`src/rtl/pwm_quad_pkg.sv`:
```
package pwm_quad_pkg;

  localparam int PS_W  = 2;
  localparam int PRE_W = 9;

  typedef enum logic [PS_W-1:0] {
    PS_DIV1   = 2'd0,
    PS_DIV8   = 2'd1,
    PS_DIV64  = 2'd2,
    PS_DIV512 = 2'd3
  } ps_sel_e;

  function automatic logic [PRE_W-1:0] pre_limit(ps_sel_e sel);
    case (sel)
      PS_DIV1:   return PRE_W'(0);
      PS_DIV8:   return PRE_W'(7);
      PS_DIV64:  return PRE_W'(63);
      default:   return PRE_W'(511);
    endcase
  endfunction

endpackage

```
`src/rtl/pwm_quad_regs.sv`:
```
module pwm_quad_regs
  import pwm_quad_pkg::*;
#(
  parameter int NUM_CH = 4,
  parameter int TB_W   = 8,
  parameter int ADDR_W = 8,
  parameter int DATA_W = 32
) (
  input  logic                          clk_i,
  input  logic                          rst_ni,
  input  logic                          wr_en_i,
  input  logic                          rd_en_i,
  input  logic [ADDR_W-1:0]             addr_i,
  input  logic [DATA_W-1:0]             wdata_i,
  output logic [DATA_W-1:0]             rdata_o,
  output logic [NUM_CH-1:0]             en_o,
  output logic [NUM_CH-1:0][PS_W-1:0]   ps_o,
  output logic [NUM_CH-1:0][TB_W-1:0]   tb_o,
  output logic [NUM_CH-1:0][TB_W-1:0]   du_o
);

  localparam int IDX_W    = ADDR_W - 2;
  localparam int PS_LSB   = NUM_CH;
  localparam int DUTY_LSB = DATA_W / 2;

  logic [IDX_W-1:0] idx;
  logic             aligned;
  logic             ctrl_hit;
  logic             wdata_unused;

  assign idx          = addr_i[ADDR_W-1:2];
  assign aligned      = (addr_i[1:0] == 2'b00);
  assign ctrl_hit     = aligned && (idx == '0);
  assign wdata_unused = ^wdata_i;

  logic [NUM_CH-1:0]           en_q;
  logic [NUM_CH-1:0][PS_W-1:0] ps_q;

  always_ff @(posedge clk_i or negedge rst_ni) begin
    if (!rst_ni) begin
      en_q <= '0;
      ps_q <= '0;
    end else if (wr_en_i && ctrl_hit) begin
      en_q <= wdata_i[NUM_CH-1:0];
      ps_q <= wdata_i[PS_LSB +: PS_W*NUM_CH];
    end
  end

  logic [NUM_CH-1:0][TB_W-1:0] tb_q;
  logic [NUM_CH-1:0][TB_W-1:0] du_q;

  for (genvar n = 0; n < NUM_CH; n++) begin : g_cfg
    logic cfg_hit;
    assign cfg_hit = aligned && (idx == IDX_W'(n + 1));

    always_ff @(posedge clk_i or negedge rst_ni) begin
      if (!rst_ni) begin
        tb_q[n] <= '0;
        du_q[n] <= '0;
      end else if (wr_en_i && cfg_hit) begin
        tb_q[n] <= wdata_i[TB_W-1:0];
        du_q[n] <= wdata_i[DUTY_LSB +: TB_W];
      end
    end
  end

  always_comb begin
    rdata_o = '0;
    if (rd_en_i) begin
      if (ctrl_hit) begin
        rdata_o[NUM_CH-1:0]               = en_q;
        rdata_o[PS_LSB +: PS_W*NUM_CH]    = ps_q;
      end
      for (int n = 0; n < NUM_CH; n++) begin
        if (aligned && idx == IDX_W'(n + 1)) begin
          rdata_o[TB_W-1:0]          = tb_q[n];
          rdata_o[DUTY_LSB +: TB_W]  = du_q[n];
        end
      end
    end
  end

  assign en_o = en_q;
  assign ps_o = ps_q;
  assign tb_o = tb_q;
  assign du_o = du_q;


  ctrl_store_chk: assert property (@(posedge clk_i) disable iff (!rst_ni)
    wr_en_i && ctrl_hit |=> en_o == $past(wdata_i[NUM_CH-1:0]));


  rd_idle_zero_chk: assert property (@(posedge clk_i) disable iff (!rst_ni)
    !rd_en_i |-> rdata_o == '0);

endmodule

```
`src/rtl/pwm_quad_prescaler.sv`:
```
module pwm_quad_prescaler
  import pwm_quad_pkg::*;
(
  input  logic    clk_i,
  input  logic    rst_ni,
  input  logic    clear_i,
  input  ps_sel_e sel_i,
  output logic    tick_o
);

  logic [PRE_W-1:0] pre_q;
  logic [PRE_W-1:0] lim;

  assign lim    = pre_limit(sel_i);
  assign tick_o = !clear_i && (pre_q == lim);

  always_ff @(posedge clk_i or negedge rst_ni) begin
    if (!rst_ni)                pre_q <= '0;
    else if (clear_i || tick_o) pre_q <= '0;
    else                        pre_q <= pre_q + 1'b1;
  end


  pre_wrap_chk: assert property (@(posedge clk_i) disable iff (!rst_ni)
    tick_o |=> pre_q == '0);


  pre_clear_chk: assert property (@(posedge clk_i) disable iff (!rst_ni)
    clear_i |=> pre_q == '0);

endmodule

```
`src/rtl/pwm_quad_channel.sv`:
```
module pwm_quad_channel
  import pwm_quad_pkg::*;
#(
  parameter int TB_W = 8
) (
  input  logic            clk_i,
  input  logic            rst_ni,
  input  logic            en_i,
  input  logic [TB_W-1:0] tb_i,
  input  logic [TB_W-1:0] du_i,
  input  ps_sel_e         sel_i,
  output logic            pwm_o
);

  logic            run_q;
  logic [TB_W-1:0] cnt_q;
  logic [TB_W-1:0] tb_s;
  logic [TB_W-1:0] du_s;
  ps_sel_e         ps_s;
  logic            tick;
  logic            clr;
  logic            last;

  assign clr  = !en_i || !run_q;
  assign last = (tb_s == '0) || (cnt_q == tb_s - 1'b1);

  pwm_quad_prescaler u_pre (
    .clk_i   (clk_i),
    .rst_ni  (rst_ni),
    .clear_i (clr),
    .sel_i   (ps_s),
    .tick_o  (tick)
  );

  // shadow copies load only on a fresh start or at a period boundary
  always_ff @(posedge clk_i or negedge rst_ni) begin
    if (!rst_ni) begin
      run_q <= 1'b0;
      cnt_q <= '0;
      tb_s  <= '0;
      du_s  <= '0;
      ps_s  <= PS_DIV1;
    end else if (!en_i) begin
      run_q <= 1'b0;
      cnt_q <= '0;
    end else if (!run_q) begin
      run_q <= 1'b1;
      cnt_q <= '0;
      tb_s  <= tb_i;
      du_s  <= du_i;
      ps_s  <= sel_i;
    end else if (tick) begin
      if (last) begin
        cnt_q <= '0;
        tb_s  <= tb_i;
        du_s  <= du_i;
        ps_s  <= sel_i;
      end else begin
        cnt_q <= cnt_q + 1'b1;
      end
    end
  end

  assign pwm_o = en_i && run_q && (tb_s != '0) && (cnt_q < du_s);


  cnt_in_range_chk: assert property (@(posedge clk_i) disable iff (!rst_ni)
    run_q && tb_s != '0 |-> cnt_q < tb_s);


  shadow_hold_chk: assert property (@(posedge clk_i) disable iff (!rst_ni)
    run_q && $past(run_q) && !$stable({tb_s, du_s, ps_s}) |-> $past(tick));


  off_clear_chk: assert property (@(posedge clk_i) disable iff (!rst_ni)
    !en_i |=> cnt_q == '0 && !run_q);

endmodule

```
`src/rtl/pwm_quad.sv`:
```
module pwm_quad
  import pwm_quad_pkg::*;
#(
  parameter int NUM_CH = 4,
  parameter int TB_W   = 8,
  parameter int ADDR_W = 8,
  parameter int DATA_W = 32
) (
  input  logic              clk_i,
  input  logic              rst_ni,
  input  logic              wr_en_i,
  input  logic              rd_en_i,
  input  logic [ADDR_W-1:0] addr_i,
  input  logic [DATA_W-1:0] wdata_i,
  output logic [DATA_W-1:0] rdata_o,
  output logic [NUM_CH-1:0] pwm_o
);

  logic [NUM_CH-1:0]           en;
  logic [NUM_CH-1:0][PS_W-1:0] ps;
  logic [NUM_CH-1:0][TB_W-1:0] tb;
  logic [NUM_CH-1:0][TB_W-1:0] du;

  pwm_quad_regs #(
    .NUM_CH (NUM_CH),
    .TB_W   (TB_W),
    .ADDR_W (ADDR_W),
    .DATA_W (DATA_W)
  ) u_regs (
    .clk_i   (clk_i),
    .rst_ni  (rst_ni),
    .wr_en_i (wr_en_i),
    .rd_en_i (rd_en_i),
    .addr_i  (addr_i),
    .wdata_i (wdata_i),
    .rdata_o (rdata_o),
    .en_o    (en),
    .ps_o    (ps),
    .tb_o    (tb),
    .du_o    (du)
  );

  for (genvar n = 0; n < NUM_CH; n++) begin : g_ch
    pwm_quad_channel #(
      .TB_W (TB_W)
    ) u_ch (
      .clk_i  (clk_i),
      .rst_ni (rst_ni),
      .en_i   (en[n]),
      .tb_i   (tb[n]),
      .du_i   (du[n]),
      .sel_i  (ps_sel_e'(ps[n])),
      .pwm_o  (pwm_o[n])
    );
  end


  reset_low_chk: assert property (@(posedge clk_i)
    !rst_ni |-> pwm_o == '0);

endmodule

```
`config.mk`:
```
export PLATFORM = sky130hd
export DESIGN_NAME = pwm_quad
export DESIGN_NICKNAME = d
export VERILOG_FILES = /design/src/rtl/pwm_quad_pkg.sv /design/src/rtl/pwm_quad_regs.sv /design/src/rtl/pwm_quad_prescaler.sv /design/src/rtl/pwm_quad_channel.sv /design/src/rtl/pwm_quad.sv
export SDC_FILE = /design/constraint.sdc
export NUM_CORES = 1
export LEC_CHECK = 0
export ABC_AREA = 1
export ABC_CLOCK_PERIOD_IN_PS = 2700
export CELL_PAD_IN_SITES_DETAIL_PLACEMENT = 1
export CELL_PAD_IN_SITES_GLOBAL_PLACEMENT = 1
export CORE_MARGIN = 5
export CORE_UTILIZATION = 35
export DETAILED_ROUTE_END_ITERATION = 12
export MAX_ROUTING_LAYER = met4
export PLACE_DENSITY = 0.64
export SYNTH_ARGS = -nofsm -noshare
export SYNTH_HDL_FRONTEND = slang
export SYNTH_SLANG_ARGS = --single-unit
```
`constraint.sdc`:
```
create_clock -name clk_i -period 2.7 [get_ports clk_i]
set_input_delay 0.54 -clock clk_i [delete_from_list [all_inputs] [get_ports clk_i]]
set_output_delay 0.54 -clock clk_i [all_outputs]
set_load 0.03 [all_outputs]
```
* Word-level counts from Yosys, hierarchy flattened
Index checks and enable logic that the tools add are counted.
** Word-level totals
- Output and inout bits :: 36
- Register bits :: 220
- Input port bits :: 44
- Word-level logic and storage cells :: 228
** Operators by class
- $add $sub $neg :: 12
- Muxes and demuxes :: 75
- Equality and inequality tests :: 32
- $lt $le $gt $ge :: 4
- Reductions and logical operators :: 68
** Operators with widths (count)
- 2-to-1 mux 8 bit :: 49
- one-hot mux 9 bit (3 select lines) :: 4
- adder 9 x 1 -> 9 bit (second input constant) :: 4
- equality test 9 bit :: 4
- 2-to-1 mux 9 bit :: 4
- adder 8 x 1 -> 8 bit (second input constant) :: 4
- equality test 8 bit :: 4
- logical NOT 8 bit :: 4
- less-than comparator 8 bit :: 4
- nonzero test 8 bit :: 4
- subtractor 8 x 1 -> 8 bit (second input constant) :: 4
- logical AND 1 bit :: 26
- 2-to-1 mux 12 bit :: 2
- 2-to-1 mux 2 bit :: 12
- inequality test 2 bit (second input constant) :: 8
- equality test 6 x 2 -> 1 bit (second input constant) :: 2
- logical NOT 1 bit :: 12
- logical OR 1 bit :: 12
- inequality test 3 bit (second input constant) :: 4
- AND reduction 3 bit :: 4
- logical NOT 2 bit :: 5
- equality test 2 x 1 -> 1 bit (second input constant) :: 4
- equality test 2 bit (second input constant) :: 4
- equality test 6 x 1 -> 1 bit (second input constant) :: 1
- other kinds (3) :: 6

* Depth between registers and ports, before layout
- Depth after elaboration :: 8
- Mapped depth :: 16
- Mapped depth without buffers :: 15

* Modules after synthesis
A second synthesis with hierarchy kept.
** Second synthesis, totals
- Cell total of the unflattened synthesis :: 1737
- Area, all modules :: 13025.0 µm²
** By module, submodules not included
- pwm_quad_channel (g_ch[0].u_ch ...) :: sequential area each 675.6 µm², times used 3, cells each 253, area an instance 1774.2 µm²
- pwm_quad_regs :: sequential area each 1901.8 µm², times used 1, cells each 467, area an instance 3865.0 µm²
- pwm_quad_prescaler :: sequential area each 225.2 µm², times used 4, cells each 69, area an instance 523.0 µm²
- pwm_quad_channel (g_ch[2].u_ch) :: sequential area each 675.6 µm², times used 1, cells each 235, area an instance 1745.4 µm²

* Worst setup path after synthesis
OpenSTA, ideal clock, no wires.
- Path kind :: in2out
- From :: input addr_i[1]
- To :: output rdata_o[19]
- Setup slack :: 0.178 ns
- Arrival :: 1.982 ns
- Stages :: 8
- Buffers on the path :: 1
- Required time :: 2.160 ns
- Cell sequence :: nor2_1 -> nand2_1 -> nor2_1 -> nand3_1 -> inv_1 -> buf_2 -> a21oi_1 -> a31oi_1
** On the way
- Longest elaborated chain between the ends :: 7
- Elaborated cells on any way between the ends :: 10
- Those cells by class :: mux (5); reduce/logical (5)
** RTL lines
- start: declaration :: RTL line pwm_quad.sv:13 : input logic [ADDR_W-1:0] addr_i,
- logical NOT 2 bit (*) :: RTL line pwm_quad_regs.sv:32 : assign aligned = (addr_i[1:0] == 2'b00);
- logical AND 1 bit :: RTL line pwm_quad_regs.sv:75 : if (aligned && idx == IDX_W'(n + 1)) begin
- 2-to-1 mux 8 bit (3 in a row) :: RTL line pwm_quad_regs.sv:75
- 2-to-1 mux 8 bit (*) :: RTL line pwm_quad_regs.sv:75
- 2-to-1 mux 8 bit (*) :: RTL line pwm_quad_regs.sv:69 : if (rd_en_i) begin
- end: declaration :: RTL line pwm_quad.sv:15 : output logic [DATA_W-1:0] rdata_o,
Mark *: on every way between the ends. The rest lies on a longest branch, timed or not.

* Worst setup path in the final report
- From :: input addr_i[3]
- To :: output rdata_o[17]
** On the way
- Longest elaborated chain between the ends :: 7
- Elaborated cells on any way between the ends :: 13
- Those cells by class :: eq/ne (4); mux (5); reduce/logical (4)
** RTL lines (RTL line)
- equality test 6 x 1 -> 1 bit :: pwm_quad_regs.sv:75
- logical AND 1 bit :: pwm_quad_regs.sv:75
- 2-to-1 mux 8 bit (3 in a row) :: pwm_quad_regs.sv:75
- 2-to-1 mux 8 bit (*) :: pwm_quad_regs.sv:75
- 2-to-1 mux 8 bit (*) :: pwm_quad_regs.sv:69
Marks and branches as above.

==> metrics.md <==
| Metric | Value |
|---|---|
| Vias in the first global route | `10.8k` |
| Footprint of the multi-input gates | `6080 um2` |
| TritonRoute pass-1 iters | `5` |
| CTS tree | `yes` |
| Fmax | `375 MHz` |
| Non-filler cells, final | `2113` |
| Initial Utilization | `0.352` |
| Mean Syn Cell Area | `7.93 um2` |
| Skew final | `0.0315 ns` |
| Mapped cell area | `12100 um2` |
| Post-synthesis sequential area ratio | `0.456` |
| Yosys reg bits | `220` |
| Finished Core Util | `0.439` |
| Final setup vio count | `0` |
| RR Endpoint | `g_ch[0].u_ch.tb_s[7]$_DFFE_PN0P_` |
| Flop2flop setup slack | `0.43 ns` |
| Final hold vios | `0` |
| TritonCTS buffer count | `28` |
| H-tree depth | `1` |
| Period utilization | `0.988` |
| # rows | `68` |
| Prevailing post-synth register cell | `dfrtp_1` |
| Pwr Density | `566 nW/um2` |
| Die Y | `196 um` |
| P&R area growth vs syn | `24.6%` |
| DR vias | `10.7k` |
| Hold WC Path Type | `register to register` |
| Largest net degree at the start of global routing | `75` |
| Fin crit period | `2.67 ns` |
| Die width | `196 um` |
| Net Sw Power | `2.34 mW` |
| CP Max Fanout | `15` |
| Max_slew headroom | `0.577` |
| Max-cap violations | `0` |
| WL per Instance | `17.6 um` |
| Yosys cell types | `37` |
| Root Buffer | `clkbuf_16` |
| Gpl congestion | `0.872` |
| Sw Share | `0.275` |
| Initial antenna violation count | `0` |
| Filler cells | `4083` |
| Clock power share | `0.455` |
| Die area | `38300 um2` |
| Worst Path Arrival | `2.13 ns` |
| Static leakage | `7.15 nW` |
| Unrepaired setup endpoints after global routing | `yes` |
| Clk Latency, worst-skew pair | `0.56 ns` |
| Seq pwr share | `0.424` |
| Worst setup path startpoint | `addr_i[3]` |
| Combinational Power Share | `0.121` |
| Worst reg-to-reg path cell count | `14` |
| Critical path class | `input pin to primary output` |
| Share of post-route cells with drive strength above 1 | `0.153` |
| CTS Sinks | `220` |
| Antenna diode count | `0` |
| Mapped Cells | `1524` |
| Slew @ Worst Pin | `0.635 ns` |
| DR DRC count | `0` |
| Post-DP HPWL | `27.9 mm` |
| Int Pwr | `6.18 mW` |
| Placed cell count | `2049` |
| Worst path required time | `2.16 ns` |
| Vias per cell | `5.06` |
| Status | `finished clean` |
| First-pass GRT wire length | `59.8 mm` |
| Starting DRT DRC Count | `677` |
| Antenna Violating Nets Remaining | `0` |
| GRT Total Usage | `0.197` |
| Ports | `80` |
| Reg2reg start | `g_ch[0].u_ch.tb_s[0]$_DFFE_PN0P_` |
| Global route overflow | `0` |
| Final net count | `1724` |
| Number of port buffers | `55` |
| Worst setup path end | `rdata_o[17]` |
| Synthesis warning total | `0` |
| Worst IR drop on VDD | `0.448 mV` |
| CP Capture Type | `primary output` |
| Post-synth ARST share | `1.00` |
| WL final | `37.3 mm` |
| Post-synth EDFFs | `0` |
| Worst setup SP type | `input pin` |
| Register area | `5510 um2` |
| Final Max Tran Viols | `0` |
| CTS clk-pin slew, worst paths | `0.06 ns` |
| Total core area | `34300 um2` |
| Clock tree buffer depth | `3` |
-- metrics by stage --
step	setup TNS, ns	total power [mW]	setup slack, ns	instance area (um2)	hold WS (ns)
2_1_floorplan	0	4.26	0.178	12100	0.244
3_3_place_gp	-4.99	4.61	-0.344	13600	0.457
3_5_place_dp	-5.16	4.66	-0.379	13600	0.459
4_1_cts	-0.00355	8.60	-0.00355	14800	0.474
5_1_grt	-0.249	8.94	-0.0649	15100	0.488
6_report	0	8.52	0.0331	15100	0.473
-- cell usage after synthesis, types with 17 or more instances --
library cell  count  area (um2)
nand2_1         436        1640
dfrtp_1         220        5510
inv_1           147         552
nor2_1          132         495
o21ai_0         127         636
nand4_1          80         500
nand3_1          69         345
ha_1             44         551
xor2_1           41         359
a21oi_1          37         185
clkbuf_1         24        90.1
nor3_1           22         110
buf_4            18         135
a211oi_1         17         128
-- worst max-delay path, stage by stage --
cell           delay (ns)
dlygate4sd2_1        0.26
inv_1                0.13
nand2_4              0.08
buf_6                0.13
nor2_1               0.10
nand2_1              0.08
buf_4                0.19
buf_4                0.15
o21ai_0              0.20
nor2_2               0.10
buf_12               0.14
-- state kept, by name, indices dropped and copies added (netlist names) --
name / cells
g_ch.u_ch.ps_s: 8
g_ch.u_ch.run_q: 4
u_regs.tb_o: 32
u_regs.en_o: 4
g_ch.u_ch.cnt_q: 32
g_ch.u_ch.tb_s: 32
g_ch.u_ch.u_pre.pre_q: 36
u_regs.du_o: 32
g_ch.u_ch.du_s: 32
u_regs.ps_o: 8
-- area by class of cell --
type,count,area share
Multi-Input combinational cell,1104,0.404
Sequential cell,220,0.366
Timing Repair Buffer,130,0.0900
Clock buffer,38,0.0530
Inverter,152,0.0380
Tap cell,455,0.0378
Clock inverter,14,0.0112
-- power groups by stage --
| stage | Clock [mW] | Combinational [mW] | Sequential (mW) |
|---|---|---|---|
| after floorplan | 0 | 0.669 | 3.60 |
| after global placement | 0 | 0.954 | 3.66 |
| after detailed placement | 0 | 0.991 | 3.67 |
| after CTS | 3.97 | 1.01 | 3.61 |
| after global routing | 4.12 | 1.18 | 3.63 |
| final | 3.87 | 1.03 | 3.61 |
-- worst min path at each step --
stage	slack, ns	to	cells past startpoint	start
floorplan	0.24	g_ch[0].u_ch.cnt_q[0]$_DFFE_PN0P_	0	rst_ni
global placement	0.46	g_ch[3].u_ch.du_s[4]$_DFFE_PN0P_	2	g_ch[3].u_ch.du_s[4]$_DFFE_PN0P_
detailed placement	0.46	g_ch[3].u_ch.du_s[2]$_DFFE_PN0P_	2	g_ch[3].u_ch.du_s[2]$_DFFE_PN0P_
CTS	0.47	g_ch[3].u_ch.du_s[2]$_DFFE_PN0P_	2	g_ch[3].u_ch.du_s[2]$_DFFE_PN0P_
global route	0.49	g_ch[0].u_ch.du_s[1]$_DFFE_PN0P_	2	g_ch[0].u_ch.du_s[1]$_DFFE_PN0P_
finish	0.47	g_ch[1].u_ch.du_s[1]$_DFFE_PN0P_	2	g_ch[1].u_ch.du_s[1]$_DFFE_PN0P_
-- repair_timing --
action / in CTS / in global routing
pin swaps: 23 / 30
cloned: 0 / 1
endpoints found under the setup margin: 23 / 18
hold buffers: 1 / 0
buffers inserted: 7 / 7
resized for setup: 74 / 60
hold endpoints to repair: 37 / 0
-- metal layers --
layer  global-route usage  part of all wire  vias up
li1                     -                 -     5209
met1                0.279              0.48     5257
met5                    -                 0        -
met3               0.0216             0.038       44
met2                0.306              0.46      185
met4               0.0427             0.020        0
-- cell usage in the layout (no fill, tap or decap), types with 7 or more instances in the layout --
master	n
buf_12	20
nand4_1	80
clkdlybuf4s50_1	22
clkinv_2	7
xor2_1	41
nand3_4	9
dfrtp_1	214
nand3_2	9
inv_2	8
a211oi_2	10
nand2_1	432
conb_1	12
clkbuf_16	29
nor2_4	10
inv_1	141
a21oi_2	9
buf_4	67
o22ai_1	12
buf_6	9
ha_1	42
a21oi_1	31
nand3_1	60
nor2_2	14
nor2_1	114
o21ai_0	109
o21ai_1	20
nor3_1	22
xnor2_1	15
-- kinds of logic (layout without fill, tap and decap cells) --
group	after synthesis	count (layout)	synth area share
adders and majority gates	44	44	0.0456
buffers and inverters	211	334	0.0750
DFF	220	220	0.456
AOI/OAI and AO/OA	218	218	0.100
other	1	12	0.000310
and+or+nand+nor	774	774	0.283
xor gates and xnor gates	56	56	0.0406
(Power assumes the default switching activity.)
